<file path="src/rtl/chop_pkg.sv">
package chop_pkg;

  typedef enum logic [1:0] {
    PH_BLANK = 2'd0,
    PH_DRIVE = 2'd1,
    PH_OFF   = 2'd2
  } chopPhase_t;

  // strobes from control to datapath
  typedef struct packed {
    logic restart;   // clear prescaler and microsecond counter
    logic latchLen;  // capture the off-time select for a new period
  } chopStrobe_t;

endpackage

</file>
<file path="src/rtl/chop_datapath.sv">
module chop_datapath
  import chop_pkg::*;
#(
  parameter int TICK_DIV    = 200,
  parameter int OFF_STEP_US = 20,
  parameter int BLANK_US    = 4,
  parameter int LEGS        = 2
) (
  input  logic            clk,
  input  logic            rstN,
  input  logic [LEGS-1:0] tripRaw,
  input  logic [LEGS-1:0] regDis,
  input  logic [1:0]      offSel,
  input  chopStrobe_t     strb,
  output logic            tripQual,
  output logic            offDone,
  output logic            blankDone
);

  localparam int PSC_W  = (TICK_DIV > 1) ? $clog2(TICK_DIV) : 1;
  localparam int US_MAX = OFF_STEP_US * 4;
  localparam int US_W   = $clog2(US_MAX + 1);

  logic [LEGS-1:0]  qualVec;
  logic [PSC_W-1:0] psc;
  logic             tick;
  logic [US_W-1:0]  usCnt;
  logic [US_W-1:0]  offLenUs;

  function automatic logic [US_W-1:0] lenFor(input logic [1:0] sel);
    return US_W'((int'(sel) + 1) * OFF_STEP_US);
  endfunction

  // per half-bridge synchronizer and regulation gating
  for (genvar g = 0; g < LEGS; g++) begin : gLeg
    logic syncA, syncB;
    always_ff @(posedge clk or negedge rstN) begin
      if (!rstN) begin
        syncA <= 1'b0;
        syncB <= 1'b0;
      end else begin
        syncA <= tripRaw[g];
        syncB <= syncA;
      end
    end
    assign qualVec[g] = syncB & ~regDis[g];
  end

  assign tripQual = |qualVec;

  // microsecond prescaler, restarted at each interval start
  assign tick = (psc == PSC_W'(TICK_DIV - 1));

  always_ff @(posedge clk or negedge rstN) begin
    if (!rstN)                psc <= '0;
    else if (strb.restart || tick) psc <= '0;
    else                      psc <= psc + PSC_W'(1);
  end

  // microsecond counter, saturating
  always_ff @(posedge clk or negedge rstN) begin
    if (!rstN)                 usCnt <= '0;
    else if (strb.restart)     usCnt <= '0;
    else if (tick && usCnt != US_W'(US_MAX)) usCnt <= usCnt + US_W'(1);
  end

  // off length held for the running period
  always_ff @(posedge clk or negedge rstN) begin
    if (!rstN)              offLenUs <= lenFor(2'b01);
    else if (strb.latchLen) offLenUs <= lenFor(offSel);
  end

  assign offDone   = tick && (usCnt == offLenUs - US_W'(1));
  assign blankDone = tick && (usCnt == US_W'(BLANK_US - 1));


  len_hold_chk: assert property (@(posedge clk) disable iff (!rstN)
    !$past(strb.latchLen) |-> $stable(offLenUs));


  psc_range_chk: assert property (@(posedge clk) disable iff (!rstN)
    psc <= PSC_W'(TICK_DIV - 1));

  if (TICK_DIV > 1) begin : gTickChk

    tick_gap_chk: assert property (@(posedge clk) disable iff (!rstN)
      tick |=> !tick);
  end

endmodule

</file>
<file path="src/rtl/chop_ctrl.sv">
module chop_ctrl
  import chop_pkg::*;
(
  input  logic        clk,
  input  logic        rstN,
  input  logic        driveEn,
  input  logic        driveDir,
  input  logic        tripQual,
  input  logic        offDone,
  input  logic        blankDone,
  output chopStrobe_t strb,
  output logic [1:0]  hsOn,
  output logic [1:0]  lsOn,
  output logic        offActive
);

  chopPhase_t phase, phaseNxt;
  logic       entryDir;
  logic       loadDir;
  logic       reverse;

  always_comb begin
    phaseNxt      = phase;
    strb.restart  = 1'b0;
    strb.latchLen = 1'b0;
    loadDir       = 1'b0;
    unique case (phase)
      PH_BLANK: if (blankDone) phaseNxt = PH_DRIVE;
      PH_DRIVE: if (tripQual) begin
        phaseNxt      = PH_OFF;
        strb.restart  = 1'b1;
        strb.latchLen = 1'b1;
        loadDir       = 1'b1;
      end
      PH_OFF: if (offDone) begin
        strb.restart = 1'b1;
        if (tripQual) begin
          phaseNxt      = PH_OFF;
          strb.latchLen = 1'b1;
        end else begin
          phaseNxt = PH_BLANK;
        end
      end
      default: phaseNxt = PH_BLANK;
    endcase
  end

  always_ff @(posedge clk or negedge rstN) begin
    if (!rstN) begin
      phase    <= PH_BLANK;
      entryDir <= 1'b0;
    end else begin
      phase <= phaseNxt;
      if (loadDir) entryDir <= driveDir;
    end
  end

  assign offActive = (phase == PH_OFF);
  assign reverse   = driveEn && (driveDir != entryDir);

  always_comb begin
    if (offActive && !reverse) begin
      hsOn = 2'b11;
      lsOn = 2'b00;
    end else if (driveEn) begin
      hsOn = driveDir ? 2'b10 : 2'b01;
      lsOn = driveDir ? 2'b01 : 2'b10;
    end else begin
      hsOn = 2'b00;
      lsOn = 2'b00;
    end
  end


  blank_no_off_chk: assert property (@(posedge clk) disable iff (!rstN)
    (phase == PH_BLANK) |=> (phase != PH_OFF));


  off_needs_trip_chk: assert property (@(posedge clk) disable iff (!rstN)
    $rose(offActive) |-> $past(tripQual));


  slow_decay_chk: assert property (@(posedge clk) disable iff (!rstN)
    (offActive && !driveEn) |-> (hsOn == 2'b11 && lsOn == 2'b00));


  entry_dir_chk: assert property (@(posedge clk) disable iff (!rstN)
    (offActive && $past(offActive)) |-> $stable(entryDir));

endmodule

</file>
<file path="src/rtl/trip_chopper.sv">
module trip_chopper
  import chop_pkg::*;
#(
  parameter int TICK_DIV    = 200,
  parameter int OFF_STEP_US = 20,
  parameter int BLANK_US    = 4
) (
  input  logic       clk,
  input  logic       rstN,
  input  logic       driveEn,
  input  logic       driveDir,
  input  logic [1:0] tripRaw,
  input  logic [1:0] offSel,
  input  logic [1:0] regDis,
  output logic [1:0] hsOn,
  output logic [1:0] lsOn,
  output logic       offActive
);

  localparam int LEGS = 2;

  chopStrobe_t strb;
  logic        tripQual;
  logic        offDone;
  logic        blankDone;

  chop_datapath #(
    .TICK_DIV   (TICK_DIV),
    .OFF_STEP_US(OFF_STEP_US),
    .BLANK_US   (BLANK_US),
    .LEGS       (LEGS)
  ) uDp (
    .clk      (clk),
    .rstN     (rstN),
    .tripRaw  (tripRaw),
    .regDis   (regDis),
    .offSel   (offSel),
    .strb     (strb),
    .tripQual (tripQual),
    .offDone  (offDone),
    .blankDone(blankDone)
  );

  chop_ctrl uCtl (
    .clk      (clk),
    .rstN     (rstN),
    .driveEn  (driveEn),
    .driveDir (driveDir),
    .tripQual (tripQual),
    .offDone  (offDone),
    .blankDone(blankDone),
    .strb     (strb),
    .hsOn     (hsOn),
    .lsOn     (lsOn),
    .offActive(offActive)
  );


  no_shoot_chk: assert property (@(posedge clk) disable iff (!rstN)
    (hsOn & lsOn) == 2'b00);

endmodule

</file>
<file path="config.mk">
export PLATFORM = sky130hd
export DESIGN_NAME = trip_chopper
export DESIGN_NICKNAME = d
export VERILOG_FILES = /design/src/rtl/chop_pkg.sv /design/src/rtl/chop_datapath.sv /design/src/rtl/chop_ctrl.sv /design/src/rtl/trip_chopper.sv
export SDC_FILE = /design/constraint.sdc
export NUM_CORES = 1
export LEC_CHECK = 0
export BUFFER_PORTS_ARGS = -buffer_cell sky130_fd_sc_hd__buf_4
export CORE_ASPECT_RATIO = 0.9
export CORE_UTILIZATION = 57
export DETAILED_ROUTE_END_ITERATION = 16
export HOLD_SLACK_MARGIN = 0.12
export PLACE_DENSITY = 0.81
export SLEW_MARGIN = 20
export SYNTH_ARGS = -nofsm -noshare
export SYNTH_HDL_FRONTEND = slang
export SYNTH_HIERARCHICAL = 1
export SYNTH_SLANG_ARGS = --single-unit
</file>
<file path="constraint.sdc">
create_clock -name clk -period 3.6 [get_ports clk]
set_input_delay 0.18 -clock clk [delete_from_list [all_inputs] [get_ports clk]]
set_output_delay 0.18 -clock clk [all_outputs]
set_load 0.01 [all_outputs]
</file>
Word-level counts from Yosys, hierarchy flattened

Cells that the tools add are included.
Widths: inputs -> output; s select.

Register bits after elaboration: 27
Input bits: 10
Output and inout bits: 5
Word-level logic and storage cells: 58

Add/subtract/negate cells: 4
Multipliers: 1
Eq/ne operators: 10
Multiplexer cells: 19
Bitwise operators: 4
Reductions and logical operators: 11

Operators with widths:

| operator             | count |
|---|---|
| $mul 32x4->5 const B | 1 |
| $mux 2               | 12 |
| $mux 7               | 2 |
| $add 8x1->8 const B  | 1 |
| $eq 8x8->1 const B   | 1 |
| $mux 8               | 1 |
| $add 7x1->7 const B  | 1 |
| $eq 7x2->1 const B   | 1 |
| $eq 7x7->1           | 1 |
| $ne 7x7->1 const B   | 1 |
| $sub 7x1->7 const B  | 1 |
| $ne 2x2->1 const B   | 3 |
| $pmux 2 s3           | 1 |
| $logic_and 1x1->1    | 5 |
| $pmux 2 s2           | 1 |
| $add 2x1->3 const B  | 1 |
| $reduce_and 3->1     | 1 |
| $and 1x1->1          | 2 |
| $eq 2x1->1 const B   | 1 |
| $eq 2x2->1 const B   | 1 |
| $logic_not 2->1      | 1 |
| $mux 1               | 2 |
| $not 1->1            | 2 |
| $reduce_bool 2->1    | 1 |
| other kinds (4)      | 4 |

Depth between registers and ports, before layout

Gate-level depths: netlist of run 1.

Depth after elaboration: 8
Gate-level depth with buffers: 10
Depth with buffers taken out: 10

Modules after synthesis

The synthesis of run 1 kept the hierarchy.

By module, submodules not included:

| module        | instances | cells each | area each (µm²) | seq. area each (µm²) |
|---|---|---|---|---|
| chop_datapath | 1         | 121        | 1,206.2         | 576.8 |
| chop_ctrl     | 1         | 35         | 285.3           | 75.1 |

Least setup slack after synthesis of run 1

OpenSTA, ideal clock, no wires.

Path type: register -> register
Start: register uDp.offLenUs[5]
End: register uDp.psc[2]
Setup time: 0.132 ns
Arrival time: 2.359 ns
Required time: 3.468 ns
Path slack: 1.109 ns
Stages on the path, launching flop included: 11
Buffers on the path: 1
Cell sequence: dfstp_2 > inv_1 > ha_1 > xor2_1 > o211ai_1 > a21oi_1 > nor4_1 > nand2_1 > a21boi_0 > clkbuf_1 > nor2_1

RTL lines:

| element                | RTL line            | RTL |
|---|---|---|
| start, declared        | chop_datapath.sv:28 | `logic [US_W-1:0] offLenUs;` |
| start signal, assigned | chop_datapath.sv:69 | `if (!rstN) offLenUs <= lenFor(2'b01);` |
| start signal, assigned | chop_datapath.sv:70 | `else if (strb.latchLen) offLenUs <= lenFor(offSel);` |
| end signal, assigned   | chop_datapath.sv:57 | `else psc <= psc + PSC_W'(1);` |
| end, declared          | chop_datapath.sv:25 | `logic [PSC_W-1:0] psc;` |

Final worst setup path of run 1

Start: register uDp.psc[3]
End: register uCtl.phase[0]

Longest elaborated chain between the ends: 4

RTL lines:

| element                    | RTL line            | RTL |
|---|---|---|
| $eq 8x8->1                 | chop_datapath.sv:52 | `assign tick = (psc == PSC_W'(TICK_DIV - 1));` |
| $logic_and 1x1->1          | chop_datapath.sv:73 | `assign offDone = tick && (usCnt == offLenUs - US_W'(1));` |
| named net offDone          | trip_chopper.sv:24  | `logic offDone;` |
| $ne 2x2->1 (no line)       | --                  |  |
| $reduce_and 3->1 (no line) | --                  |  |
| end signal, assigned       | chop_ctrl.sv:53     | `phase <= phaseNxt;` |
| end, declared              | chop_ctrl.sv:17     | `chopPhase_t phase, phaseNxt;` |

The timed path passes the listed nets, and every way through them passes these cells.
A chain may end at the register's enable or synchronous reset.

==> impl_metrics.toml, run 1 <==
[setup_path]
crit_required_ns = 3.82
arrival_ns = 2.95
startpoint_type = "flip-flop"
crit_path_max_fanout = 6
critPathCaptureType = "flip-flop"
path_class = "flip-flop to flip-flop"

[power_and_ir_drop]
p_leak_nw = 0.7691
power_density_mw_per_mm2 = 301.4
worst_ir_drop_vdd_mv = 0.5237
total_power_mw = 0.5216
internal_power_mw = 0.4212
p_seq_share_pct = 56.6
swShare_pct = 19.26
clkPwrFrac_pct = 38.0
power_switching_mw = 0.1004
combPwrFrac_pct = 5.4

[clock_network]
clockBufferDepth = 2
clk_pin_slew_worst_paths_ns = 0.14
clock_latency_ns = 0.32
clock_sinks = 26
ctsResizeCount = 0
root_buffer = "clkbuf_4"
htree_levels = 1
cts-buffers-inserted = 3
cts_tree = "yes"

[grt]
grt_max_degree = 27
antenna_found_initial = 0
met3_usage_pct = 6.186
grtUsageMet1_pct = 29.87
grt_use_met2_pct = 37.35
grt_usage_pct = 22.73
busiest_layer = "met2"
grt_pass1_vias = 1126
grt_pass1_wl_um = 4940
grt_remaining_overflow = 0

[final_layout]
regArea_um2 = 651.9
nets = 199
instances_no_fill = 205
fillers = 191
multi_input_area_um2 = 772.0
drive_above_1_share_pct = 15.82
n_antenna_cell = 0
syn2layout_area_growth_pct = 16.02

[timing]
slew_headroom_pct = 64.06
fin_skew_ns = 0.004255
fmax_mhz = 367.0
fin_tns_setup_ns = 0
min_period_ns = 2.724
report.final.hold_viol_count = 0
rsz0062_at_grt = "no"
period_share_pct = 75.68
final-setup-viol-count = 0
worst_slew_pin_slew_ns = 0.5316
final_max_slew_viol_count = 0

[yosys]
synth-main-ff-cell = "dfrtp_1"
yosys.area_share.simple_pct = 22.32
synth_top_family_by_area = "simple AND/OR/NAND/NOR gates"
synthesis.nets = 177
synth_top_area_share_pct = 41.95
synth-edff-count = 0
synth-compound-area-share_pct = 8.893
yosys_warnings = 6
yosys_register_bits = 26
synthCells = 156
synth-adder-area-share_pct = 9.228
yosysUniqueCellTypes = 34
syn_avg_cell_area_um2 = 9.560
syn_area_mm2 = 0.001491
synth_top_cell_by_area = "dfrtp_1"
synthMuxAreaShare_pct = 3.691
yosys-top-cells-area = "dfrtp_1 (42%), ha_1 (9.2%), xnor2_1 (4.7%)"
synthXorXnorAreaFrac_pct = 7.634
async_reset_ff_share_pct = 100.0
yosysSeqAreaShare_pct = 43.71

[routing]
drtIter0Drc = 34
dr.pass1.iters = 4
viasPerCell = 5.776
ant_nets = 0
via_count = 1184
post-route-drc-count = 0
drt_wl_total_um = 2905
wl_per_cell_um = 14.17

[floorplan]
die-area_mm2 = 0.002825
rows = 17
die_y_um = 50.53
io_pins = 15
start_util_pct = 60.45
coreArea_mm2 = 0.002467
die_x_um = 55.92

[worst_hold_path]
hp-class = "input pin to flip-flop"

[run_status]
status = "finished clean"

[placement]
place_congestion = 0.7795
port_buffers = 14
dp_cells = 196
dp_hpwl_um = 2102

[job]
maxCapViolCount = 0
==> state kept, by name, indices dropped and copies added (netlist names) <==
name	flops
uDp/usCnt	7
uDp/psc	8
uCtl/entryDir	1
uDp/gLeg.syncA	2
uDp/offLenUs	4
uDp/gLeg.syncB	2
uCtl/phase	2
==> synth_stat cells (4+ instances only) <==
cell and instances:
a21oi_1 10, dfrtp_1 25, nand2_1 11, nor2_1 13, xnor2_1 8, xor2_1 5, ha_1 11, inv_1 15
nand3_1 8, nor3_1 5, o21ai_0 6, mux2_2 4
==> final cells by class <==
| cell class | count | share of cell area, % |
|---|---|---|
| Sequential cell | 26 | 37.67 |
| Inverter | 15 | 3.254 |
| Multi-Input combinational cell | 112 | 44.61 |
| Timing Repair Buffer | 20 | 9.400 |
| Clock buffer | 3 | 1.302 |
| Tap cell | 28 | 2.025 |
| Clock inverter | 1 | 1.735 |
==> power groups by stage <==
| stage | logic, mW | registers [mW] | clock network (mW) |
|---|---|---|---|
| floorplan | 0.00649 | 0.300 | 0 |
| CTS | 0.0284 | 0.295 | 0.206 |
| detailed placement | 0.0240 | 0.301 | 0 |
| global placement | 0.0230 | 0.300 | 0 |
| finish | 0.0281 | 0.295 | 0.198 |
| global route | 0.0320 | 0.295 | 0.214 |
==> final timing paths <==
kind | from | end | slack (ns) | depth (start not counted)
setup / recovery | uDp/psc[3]$_DFF_PN0_ | uCtl/phase[0]$_DFFE_PN0P_ | 0.88 | 6
hold / removal | offSel[1] | uDp/offLenUs[5]$_DFFE_PN1P_ | 0.18 | 4
setup reg to reg | uDp/psc[3]$_DFF_PN0_ | uCtl/phase[0]$_DFFE_PN0P_ | 0.88 | 6
hold reg to reg | uDp/gLeg[0].syncA$_DFF_PN0_ | uDp/gLeg[0].syncB$_DFF_PN0_ | 0.38 | 0
max in group asynchronous | rstN | uDp/offLenUs[5]$_DFFE_PN1P_ | 3.03 | 2
min in group asynchronous | rstN | uDp/psc[6]$_DFF_PN0_ | 0.28 | 2
==> worst max-delay path, cell delays in order, from the launching register on <==
cell and delay (ns):
dfrtp_1 0.47, nor4b_1 0.54, nand2_1 0.20, nor4_1 0.53
inv_1 0.08, a222oi_1 0.40, mux2_2 0.39
==> layer usage <==
layer  wire, µm  share of wire (%)  vias to the layer above
met3        156                5.4                        4
met1       1365                 47                      570
li1           -                  -                      579
met5          0                  0                        -
met4         28               0.96                        0
met2       1354                 47                       31
==> cell usage in the layout (no fill, tap or decap) <==
cell type,instances
nor4_1,3
nand2_1,11
dfrtp_1,25
o21ai_0,6
and3_1,1
o22ai_1,2
a22oi_1,1
and3_2,1
nand3_1,8
nor3_1,5
nand4b_1,2
nand3b_1,2
nand4_1,2
or3_2,1
or2_2,1
clkbuf_4,3
mux2_2,4
o211ai_1,2
xor2_1,5
dfstp_2,1
nand2b_1,3
inv_1,15
a21oi_1,10
dlygate4sd3_1,5
a222oi_1,1
and4_1,2
ha_1,11
nor2_1,13
buf_4,15
xnor2_1,8
nor3b_1,1
mux2i_1,1
nand4bb_1,1
nor4b_1,2
bufinv_16,1
a21boi_0,1
or4b_4,1
==> timing repair <==
action | 4_1_cts | 5_1_grt
endpoints found under the setup margin | 0 | 0
buffers inserted | 0 | 0
hold buffers | 5 | 0
hold endpoints to repair | 31 | 0
==> through the flow <==
stage	area, µm²	util (%)	hold slack (ns)	setup slack [ns]
5_1_grt	1730	70.13	0.1959	0.5947
3_3_place_gp	1628	65.97	0.09890	1.096
6_report	1730	70.13	0.1760	0.8755
3_5_place_dp	1628	65.97	0.1007	0.9349
4_1_cts	1730	70.13	0.1649	0.9159
2_1_floorplan	1491	-	-0.1156	1.109
==> kinds of logic after synthesis <==
logic type,Yosys count
muxes,5
and+or+nand+nor,60
xor gates and xnor gates,13
adders and majority gates,11
buffers and inverters,18
DFF,26
AOI/OAI and AO/OA,23
Note: power is estimated with default switching activity, not from simulation.
==> run 2, diff against run 1 <==
Settings changed: CORE_UTILIZATION 57 to 52, PLACE_DENSITY 0.81 to 0.78.
Clock period 3.6 ns to 2.5 ns, I/O delays scaled along.
==> impl_metrics.toml, run 2 (same netlist as run 1, synthesis figures left out) <==
[setup_path]
r2r_cells = 9
crit_path_max_fanout = 5
critPathCaptureType = "flip-flop"
r2r-end = "uCtl/phase[0]$_DFFE_PN0P_"
crit_required_ns = 2.73
worstSetupEndpoint = "uCtl/phase[0]$_DFFE_PN0P_"
critPathLaunch = "uDp/offLenUs[5]$_DFFE_PN1P_"
path_class = "flip-flop to flip-flop"
startpoint_type = "flip-flop"
arrival_ns = 2.66
r2r_setup_slack_ns = 0.08
r2r-start = "uDp/offLenUs[5]$_DFFE_PN1P_"

[final_layout]
final_cell_mix = "dfrtp_1 (25), buf_4 (21), inv_1 (14)"
fillers = 207
regMostFlops = "uDp/psc"
syn2layout_area_growth_pct = 22.74
n_antenna_cell = 0
largest_reg_flops = 8
drive_above_1_share_pct = 21.62
regArea_um2 = 651.9
design_area_mm2 = 0.001831
reg_top3 = "uDp/psc (8), uDp/usCnt (7), uDp/offLenUs (4)"
multi_input_area_um2 = 797.0
nets = 207
final_common_cell = "dfrtp_1"

[timing]
slew_headroom_pct = 70.39
rsz0062_at_grt = "yes"
hold_ws_ns = 0.2140
fin_tns_setup_ns = 0
min_period_ns = 2.424
fin_skew_ns = 0.003810
fmax_mhz = 412.5
final-setup-viol-count = 0
period_share_pct = 96.96
report.final.hold_viol_count = 0
final_max_slew_viol_count = 0
worst_slew_pin_slew_ns = 0.4425

[routing]
drtIter0Drc = 46
viasPerCell = 5.244
post-route-drc-count = 0
ant_nets = 0
via_count = 1180
dr.pass1.iters = 4
drt_wl_total_um = 2972
wl_per_cell_um = 13.21

[power_and_ir_drop]
p_leak_nw = 0.8111
worst_ir_drop_vdd_mv = 0.3081
power_density_mw_per_mm2 = 413.2

[grt]
grt_remaining_overflow = 0
grt_max_degree = 27
antenna_found_initial = 0
grt_usage_pct = 20.56
grt_pass1_wl_um = 4781
grt_pass1_vias = 1085

[placement]
dp_hpwl_um = 2121
place_congestion = 0.7687
place_area_mm2 = 0.001680
port_buffers = 14

[clock_network]
clockBufferDepth = 2
cts_tree = "yes"
clock_sinks = 26
root_buffer = "clkbuf_4"
htree_levels = 1
clock_latency_ns = 0.33
clk_pin_slew_worst_paths_ns = 0.14
cts-buffers-inserted = 3

[floorplan]
io_pins = 15
coreArea_mm2 = 0.002725
rows = 18
start_util_pct = 54.73
die_x_um = 58.45
die-area_mm2 = 0.003086
die_y_um = 52.81

[worst_hold_path]
hp-class = "input pin to asynchronous set/reset pin"

[run_status]
status = "finished clean"

[job]
maxCapViolCount = 0
-- run 2: where the power goes --
| part | total [mW] | internal [mW] | switching (mW) |
|---|---|---|---|
| registers | 0.425 | 0.424 | 0.000902 |
| clock network | 0.290 | 0.162 | 0.128 |
| logic | 0.0411 | 0.0213 | 0.0198 |
| total | 0.756 | 0.608 | 0.149 |
-- run 2: critical path, cell delays in order (launching register included) --
cell	delay, ns
dfstp_2	0.59
inv_2	0.06
ha_4	0.17
xor2_1	0.16
o211ai_1	0.18
a21oi_1	0.09
nor4_2	0.26
inv_1	0.07
a222oi_1	0.36
mux2_2	0.39
-- run 2: repair_timing --
action,in CTS,in global routing
resized for setup,0,9
pin swaps,1,5
buffers inserted,0,1
hold buffers,6,0
gates cloned,0,1
endpoints found under the hold margin,32,0
setup endpoints to repair,2,21
-- run 2: worst min path at each step --
stage | start | end | slack [ns] | depth (start not counted)
CTS | rstN | uDp/psc[3]$_DFF_PN0_ | 0.21 | 2
global route | rstN | uDp/usCnt[3]$_DFFE_PN0P_ | 0.24 | 2
global placement | rstN | uDp/psc[3]$_DFF_PN0_ | 0.05 | 1
floorplan | rstN | uCtl/entryDir$_DFFE_PN0N_ | -0.17 | 0
detailed placement | rstN | uDp/psc[3]$_DFF_PN0_ | 0.05 | 1
finish | rstN | uDp/psc[4]$_DFF_PN0_ | 0.21 | 2
-- run 2: final cells by class --
| cell class | instances | share of cell area [%] |
|---|---|---|
| inverter | 15 | 3.076 |
| clock inverter | 1 | 1.640 |
| tap | 40 | 2.734 |
| timing repair buffer | 28 | 12.17 |
| clock buffer | 3 | 1.230 |
| sequential | 26 | 35.61 |
| multi-input combinational | 112 | 43.54 |
-- run 2: layer usage --
metal	share of wire [%]	GRT usage, %
met5	0	0
met4	0.37	3.968
met3	2.0	5.432
met2	53	37.55
met1	45	24.34
-- run 2: stage by stage --
stage,std cells,total power [mW],worst slack (ns),util (%)
2_1_floorplan,156,0.4418,0.009120,-
3_3_place_gp,213,0.4655,0.08934,61.66
3_5_place_dp,213,0.4670,0.007045,61.66
4_1_cts,223,0.7656,0.008505,65.79
5_1_grt,225,0.7825,-0.08276,67.17
6_report,225,0.7564,0.07595,67.17
